`config.mk`:
```
export PLATFORM = sky130hd
export DESIGN_NAME = banked_level_irq_ctrl
export DESIGN_NICKNAME = d
export VERILOG_FILES = /design/src/rtl/irqagg_pkg.sv /design/src/rtl/irqagg_addr_dec.sv /design/src/rtl/irqagg_cpu_bank.sv /design/src/rtl/banked_level_irq_ctrl.sv
export SDC_FILE = /design/constraint.sdc
export NUM_CORES = 1
export LEC_CHECK = 0
export ABC_AREA = 1
export BUFFER_PORTS_ARGS = -buffer_cell sky130_fd_sc_hd__buf_4
export CORE_MARGIN = 1
export CORE_UTILIZATION = 50
export CTS_CLUSTER_SIZE = 40
export DETAILED_ROUTE_END_ITERATION = 7
export GPL_ROUTABILITY_DRIVEN = 0
export PLACE_DENSITY = 0.76
export SKIP_CTS_REPAIR_TIMING = 1
export SLEW_MARGIN = 10
export SYNTH_ARGS = -nofsm -noshare
export SYNTH_HDL_FRONTEND = slang
export SYNTH_SLANG_ARGS = --single-unit
export TNS_END_PERCENT = 20
```
`constraint.sdc`:
```
create_clock -name clk -period 1.45 [get_ports clk]
set_input_delay 0.2175 -clock clk [delete_from_list [all_inputs] [get_ports clk]]
set_output_delay 0.2175 -clock clk [all_outputs]
set_load 0.005 [all_outputs]
```
`src/rtl/irqagg_pkg.sv`:
```
package irqagg_pkg;
   localparam int unsigned LINE_BITS = 32;

   // register group order inside one CPU bank; the offset of each group
   // depends on this order
   typedef enum logic [1:0] {
      GRP_RAW    = 2'd0,
      GRP_MASKRD = 2'd1,
      GRP_MSET   = 2'd2,
      GRP_MCLR   = 2'd3
   } grp_e;
endpackage

```
`src/rtl/irqagg_addr_dec.sv`:
```
module irqagg_addr_dec
   import irqagg_pkg::*;
#(
   parameter int N_WORDS = 2,
   parameter int N_CPUS  = 2,
   parameter int ADDR_W  = 8,
   localparam int WSEL_W = (N_WORDS > 1) ? $clog2(N_WORDS) : 1
) (
   input  logic [ADDR_W-1:0] addr,
   output logic [N_CPUS-1:0] cpu_hit,
   output grp_e              grp,
   output logic [WSEL_W-1:0] wsel
);
   localparam int BANK_AW = $clog2(16 * N_WORDS);
   localparam int CPU_W   = (N_CPUS > 1) ? $clog2(N_CPUS) : 1;
   localparam int IDX_W   = BANK_AW - 2;
   localparam int TOP_LSB = BANK_AW + CPU_W;

   logic [IDX_W-1:0] idx;
   logic [CPU_W-1:0] cpu_f;
   logic             upper_ok;
   logic [31:0]      gnum;
   logic             unused_lsb;

   assign idx        = addr[BANK_AW-1:2];
   assign cpu_f      = addr[TOP_LSB-1:BANK_AW];
   assign unused_lsb = ^addr[1:0];

   generate
      if (ADDR_W > TOP_LSB) begin : g_upper
         assign upper_ok = (addr[ADDR_W-1:TOP_LSB] == '0);
      end else begin : g_noupper
         assign upper_ok = 1'b1;
      end
   endgenerate

   always_comb begin
      gnum = 32'(idx) / 32'(N_WORDS);
      grp  = grp_e'(gnum[1:0]);
      wsel = WSEL_W'(32'(idx) % 32'(N_WORDS));
      for (int c = 0; c < N_CPUS; c++) begin
         cpu_hit[c] = upper_ok && (gnum < 32'd4) && (cpu_f == CPU_W'(c));
      end
   end
endmodule

```
`src/rtl/irqagg_cpu_bank.sv`:
```
module irqagg_cpu_bank
   import irqagg_pkg::*;
#(
   parameter int N_WORDS = 2,
   localparam int TOT    = N_WORDS * LINE_BITS,
   localparam int WSEL_W = (N_WORDS > 1) ? $clog2(N_WORDS) : 1
) (
   input  logic              clk,
   input  logic              rst_n,
   input  logic [TOT-1:0]    irq_in,
   input  logic              wr_en,
   input  grp_e              grp,
   input  logic [WSEL_W-1:0] wsel,
   input  logic [31:0]       wdata,
   output logic [TOT-1:0]    mask_q,
   output logic [31:0]       mask_word,
   output logic              irq_q
);
   always_ff @(posedge clk or negedge rst_n) begin
      if (!rst_n) begin
         mask_q <= '1;
      end else if (wr_en) begin
         for (int w = 0; w < N_WORDS; w++) begin
            if (wsel == WSEL_W'(w)) begin
               if (grp == GRP_MSET)
                  mask_q[w*LINE_BITS +: LINE_BITS] <= mask_q[w*LINE_BITS +: LINE_BITS] | wdata;
               else if (grp == GRP_MCLR)
                  mask_q[w*LINE_BITS +: LINE_BITS] <= mask_q[w*LINE_BITS +: LINE_BITS] & ~wdata;
            end
         end
      end
   end

   always_ff @(posedge clk or negedge rst_n) begin
      if (!rst_n) irq_q <= 1'b0;
      else        irq_q <= |(irq_in & ~mask_q);
   end

   always_comb begin
      mask_word = '0;
      for (int w = 0; w < N_WORDS; w++) begin
         if (wsel == WSEL_W'(w)) mask_word = mask_q[w*LINE_BITS +: LINE_BITS];
      end
   end
endmodule

```
`src/rtl/banked_level_irq_ctrl.sv`:
```
module banked_level_irq_ctrl
   import irqagg_pkg::*;
#(
   parameter int N_WORDS = 2,
   parameter int N_CPUS  = 2,
   parameter int ADDR_W  = 8
) (
   input  logic                        clk,
   input  logic                        rst_n,
   input  logic [N_WORDS*LINE_BITS-1:0] irq_in,
   input  logic                        bus_valid,
   input  logic                        bus_write,
   input  logic [ADDR_W-1:0]           bus_addr,
   input  logic [31:0]                 bus_wdata,
   output logic [31:0]                 bus_rdata,
   output logic [N_CPUS-1:0]           irq_out
);
   localparam int TOT     = N_WORDS * LINE_BITS;
   localparam int WSEL_W  = (N_WORDS > 1) ? $clog2(N_WORDS) : 1;
   localparam int BANK_AW = $clog2(16 * N_WORDS);
   localparam int CPU_W   = (N_CPUS > 1) ? $clog2(N_CPUS) : 1;

   generate
      if (N_WORDS < 1 || N_WORDS > 5) begin : g_bad_words
         $error("N_WORDS must lie in 1..5");
      end
      if (N_CPUS < 1 || N_CPUS > 4) begin : g_bad_cpus
         $error("N_CPUS must lie in 1..4");
      end
      if (ADDR_W < BANK_AW + CPU_W) begin : g_bad_addr
         $error("ADDR_W too narrow for bank and CPU fields");
      end
   endgenerate

   logic [N_CPUS-1:0]     cpu_hit;
   grp_e                  dec_grp;
   logic [WSEL_W-1:0]     dec_wsel;
   logic                  hit_any;
   logic [31:0]           bank_word [N_CPUS];
   logic [N_CPUS*TOT-1:0] mask_all;
   logic [31:0]           raw_word;
   logic [31:0]           sel_mask;
   logic [31:0]           rd_word;

   irqagg_addr_dec #(
      .N_WORDS(N_WORDS), .N_CPUS(N_CPUS), .ADDR_W(ADDR_W)
   ) dec_i (
      .addr(bus_addr), .cpu_hit(cpu_hit), .grp(dec_grp), .wsel(dec_wsel)
   );

   assign hit_any = |cpu_hit;

   generate
      for (genvar c = 0; c < N_CPUS; c++) begin : g_bank
         irqagg_cpu_bank #(.N_WORDS(N_WORDS)) bank_i (
            .clk      (clk),
            .rst_n    (rst_n),
            .irq_in   (irq_in),
            .wr_en    (bus_valid && bus_write && cpu_hit[c]),
            .grp      (dec_grp),
            .wsel     (dec_wsel),
            .wdata    (bus_wdata),
            .mask_q   (mask_all[c*TOT +: TOT]),
            .mask_word(bank_word[c]),
            .irq_q    (irq_out[c])
         );
      end
   endgenerate

   always_comb begin
      raw_word = '0;
      for (int w = 0; w < N_WORDS; w++) begin
         if (dec_wsel == WSEL_W'(w)) raw_word = irq_in[w*LINE_BITS +: LINE_BITS];
      end
      sel_mask = '0;
      for (int c = 0; c < N_CPUS; c++) begin
         if (cpu_hit[c]) sel_mask = sel_mask | bank_word[c];
      end
      unique case (dec_grp)
         GRP_RAW:    rd_word = raw_word;
         GRP_MASKRD: rd_word = sel_mask;
         default:    rd_word = '0;
      endcase
      if (!hit_any) rd_word = '0;
   end

   always_ff @(posedge clk or negedge rst_n) begin
      if (!rst_n)                      bus_rdata <= '0;
      else if (bus_valid && !bus_write) bus_rdata <= rd_word;
      else                             bus_rdata <= '0;
   end
endmodule

```
* Yosys cells after proc, flatten, opt, wreduce, memory -nomap -nowiden
Cells that the tools add are included.
Widths: inputs -> output; s select.
** Word-level totals
- Register bits :: 162
- Bits in latches :: 0
- Memory bits (writable) :: 0
- ROM bits :: 0
- Bits of input ports :: 108
- Logic and storage cells :: 61
- Memories :: 0
** Cells by class
- Add/sub/neg operators :: 0
- Multipliers :: 0
- Divide/modulo/power cells :: 0
- Order comparisons :: 1
- Equality and inequality tests :: 3
- Shift operators :: 0
- Multiplexer cells :: 16
- Bitwise operators :: 16
- Reduce and logical (&&, ||, !) cells :: 18
** Operator list (count)
- $mux 32 :: 15
- $or 32x32->32 :: 5
- $and 32x32->32 :: 4
- $and 64x64->64 :: 2
- $not 64->64 :: 2
- $reduce_or 64->1 :: 2
- $pmux 32 s2 :: 1
- $not 32->32 :: 1
- $reduce_and 3->1 :: 4
- $logic_and 1x1->1 :: 7
- $eq 2x2->1 const B :: 2
- $logic_not 2->1 :: 2
- $lt 2x3->1 const B :: 1
- $eq 2x1->1 const B :: 1
- $not 1->1 :: 2
- $reduce_bool 2->1 :: 1
- $reduce_or 2->1 :: 1
- $logic_not 1->1 :: 1

* Logic depth before layout (Yosys ltp)
- Depth after elaboration :: 9
- Gate-level depth with buffers :: 9

* Cells and area by module
From an unflattened synthesis, not the netlist that was laid out.
** Second synthesis, totals
- Cells, all modules :: 1430
- Area total of the unflattened synthesis :: 9743.1 um2
** By module, submodules not included
- irqagg_cpu_bank :: instances 2, cells an instance 516, area each 3643.5 um2
- banked_level_irq_ctrl :: instances 1, cells an instance 389, area each 2411.1 um2
- irqagg_addr_dec :: instances 1, cells an instance 9, area each 45.0 um2

* Worst setup path after synthesis
No wires, ideal clock.
- Path type :: in2reg
- Start point :: input port bus_addr[2]
- End point :: register bus_rdata[18]
- Library setup time :: 120 ps
- Arrival :: 1154 ps
- Slack :: 176 ps
- Stages on the path :: 8
- Cell sequence :: buf_2 > buf_2 > clkbuf_1 > nor2_1 > a211oi_1 > nor2_1 > o21ai_0 > inv_1
** On the way
- Longest elaborated chain between the ends :: 7
- Elaborated cells on any way between the ends :: 9
- Classes of those cells :: mux (8); bitwise (1)
** Ends and longest elaborated chain
- start: declaration :: line banked_level_irq_ctrl.sv:13 : input logic [ADDR_W-1:0] bus_addr,
- $mux 32 :: line irqagg_cpu_bank.sv:42 : if (wsel == WSEL_W'(w)) mask_word = mask_q[w*LINE_BITS +: LINE_BITS];
- $mux 32 :: line banked_level_irq_ctrl.sv:77 : if (cpu_hit[c]) sel_mask = sel_mask | bank_word[c];
- $or 32x32->32 :: line banked_level_irq_ctrl.sv:77
- $mux 32 :: line banked_level_irq_ctrl.sv:77
- $pmux 32 s2 (*) :: line banked_level_irq_ctrl.sv:79 : unique case (dec_grp)
- $mux 32 (*) :: line banked_level_irq_ctrl.sv:84 : if (!hit_any) rd_word = '0;
- $mux 32 (*) :: line banked_level_irq_ctrl.sv:89 : else if (bus_valid && !bus_write) bus_rdata <= rd_word;
- end signal: assignment :: line banked_level_irq_ctrl.sv:89
- end: declaration :: line banked_level_irq_ctrl.sv:15 : output logic [31:0] bus_rdata,
Mark *: on every way between the ends. The rest lies on a longest branch, timed or not.
A chain may end at the register's enable or synchronous reset.

==> results.sh <==
export IMPL_status="finished, final reports clean"
export IMPL_drt_total_wl_um=33000
export IMPL_synthesis_nets=1508
export IMPL_p_leak_uw=0.00608
export IMPL_stdcell_area_sq_um=12200
export IMPL_cts_clk_slew_worst_paths_ns=0.07
export IMPL_drv_slew=0
export IMPL_worst_slew_pin_slew_ns=0.298
export IMPL_drv_cap=0
export IMPL_fin_nets=1642
export IMPL_clk_insertion_delay_late_ns=0.43
export IMPL_crit_chain="inv_1 > nand2_1 > nand2_1 > inv_1 > nand2_1 > nor2_1 > nand2_1 > nor2_2 > nand2_1"
export IMPL_io_pins=142
export IMPL_grt_usage_pct=33.8
export IMPL_vdd_drop_max_v=0.000854
export IMPL_routedWlPerCell_um=18.2
export IMPL_cp_max_fo=2
export IMPL_final_common_cell="nand2_1"
export IMPL_numPortBuffers=139
export IMPL_layout_common_cells="369 x nand2_1, 213 x inv_1, 212 x o21ai_0"
export IMPL_maxSlewHeadroom_pct=80.0
export IMPL_grt_max_degree=65
export IMPL_vias=10205
export IMPL_syn_avg_cell_area_sq_um=6.95
export IMPL_grt_pass1_wl_um=51200
export IMPL_start_util_pct=51.5
export IMPL_worstSetupPathType="reg -> reg"
export IMPL_cts_tree="done"
export IMPL_grt_antenna_before_repair=0
export IMPL_cp_slowest_cell="dfstp_2"
export IMPL_min_from="bus_wdata[17]"
export IMPL_critPathCaptureType="flop"
export IMPL_place_area_sq_um=11500
export IMPL_viasPerCell=5.65
export IMPL_holdWs_ns=0.0382
export IMPL_hpwl_um=22800
export IMPL_powerDensity_nw_per_um2=951
export IMPL_seq_area_frac_synth_pct=43.3
export IMPL_cts_sinks=162
export IMPL_ys_types=24
export IMPL_crit_arrival_ns=1.69
export IMPL_numCtsBuffers=17
export IMPL_worstHoldPathType="in -> reg"
export IMPL_num_antenna_cells=0
export IMPL_synthesis_area_sq_um=9730
export IMPL_cts_root_buf="clkbuf_16"
export IMPL_row_count=50
export IMPL_max_stage_delay_ns=0.52
export IMPL_area_growth_synth_to_final_pct=25.0
export IMPL_critPathLaunchType="flop"
export IMPL_dr_pass1_iters=5
export IMPL_drive_above_1_share_pct=24.7
export IMPL_yosysWarnings=0
export IMPL_fin_skew_ns=0.00874
export IMPL_required_ns=1.75
export IMPL_dieArea_sq_um=20000
export IMPL_crit_top_cell="nand2_1"
export IMPL_fmax_mhz=720
export IMPL_die_x_um=141
export IMPL_grt_pass1_vias=9722
export IMPL_core_area_sq_um=18900
export IMPL_drt_first_iter_violations=998
export IMPL_min_period_ns=1.39
export IMPL_cts_max_level=4
export IMPL_cts_max_path_buffers=2
export IMPL_ant_nets=0
export IMPL_setup_viol_count_final=0
export IMPL_syn_inst=1400
export IMPL_ys_seq_elements=162
export IMPL_dieHeight_um=141
export IMPL_rsz0062_at_grt="true"
export IMPL_finalCritPeriodShare_pct=95.8
export IMPL_drc=0
export IMPL_overflow=0
export IMPL_hold_viol=0
## cells by family after synthesis
| kind of cell | after synthesis | share of synthesized area (%) |
|---|---|---|
| simple gates | 614 | 27.6 |
| compound gates | 316 | 16.9 |
| flops | 162 | 43.3 |
| buf+inv | 308 | 12.2 |
## critical path: cells and delay by family (launching register included)
kind	cells	cell delay (ns)
DFF	1	0.52
and+or+nand+nor	7	0.58
buffers and inverters	2	0.16
## cell type report
type                    count  area [sq um]
clock buffers              21           470
clock inverters            11           174
fillers                  1654          6730
inverters                 223           837
multi-input cells         930          4360
flip-flops and latches    162          4210
well taps                 260           325
repair buffers            200          1780
## cells in the mapped netlist
library cell,number,area (sq um)
o21ai_1,37,185
o21a_1,16,120
buf_2,21,105
nand3b_1,8,60.1
o21ai_0,214,1070
clkinv_1,1,3.75
dfstp_2,128,3360
buf_1,5,18.8
nor3_1,1,5.00
nand2_2,3,18.8
o211ai_1,5,37.5
a211oi_1,3,22.5
dfrtp_1,34,851
nor2_4,1,11.3
inv_1,218,818
clkbuf_1,57,214
inv_2,4,15.0
nor2_1,53,199
buf_4,2,15.0
nor3_4,2,32.5
nand2_1,373,1400
nand3_1,101,505
nand4_1,72,450
a21oi_1,41,205
## report_power, final
part	internal, uW	switching (uW)
clock network	3030	1920
logic	615	1050
registers	4830	113
## stage by stage
stage | instances | TNS, ns | worst slack, ns | total power, uW | utilization, %
after floorplan | 1400 | 0 | 0.176 | 5750 | -
after detailed placement | 1774 | -9.36 | -0.178 | 6630 | 60.8
final | 1807 | 0 | 0.0606 | 11600 | 64.4
after global placement | 1774 | -4.36 | -0.0954 | 6590 | 60.8
after CTS | 1806 | 0 | 0.0382 | 11500 | 64.2
after global routing | 1807 | -0.0204 | -0.0108 | 11900 | 64.4
## final timing paths
kind	to	slack [ns]	cells past startpoint
hold reg to reg	flop	0.47	2
max in group asynchronous	asynchronous set/reset pin	0.60	3
hold / removal	flop	0.04	3
min in group asynchronous	bus_rdata[23]	0.22	2
setup / recovery	g_bank[1].bank_i.irq_q	0.06	9
setup reg to reg	g_bank[1].bank_i.irq_q	0.06	9
## layer usage
layer | track usage, % | routed length, um | up-vias
met5 | 0 | 0 | -
met4 | 16.9 | 1470 | 0
met3 | 6.14 | 3610 | 119
met2 | 54.6 | 15200 | 653
met1 | 43.6 | 12700 | 4652
li1 | - | - | 4781
Power figures use the tool's default switching activity.
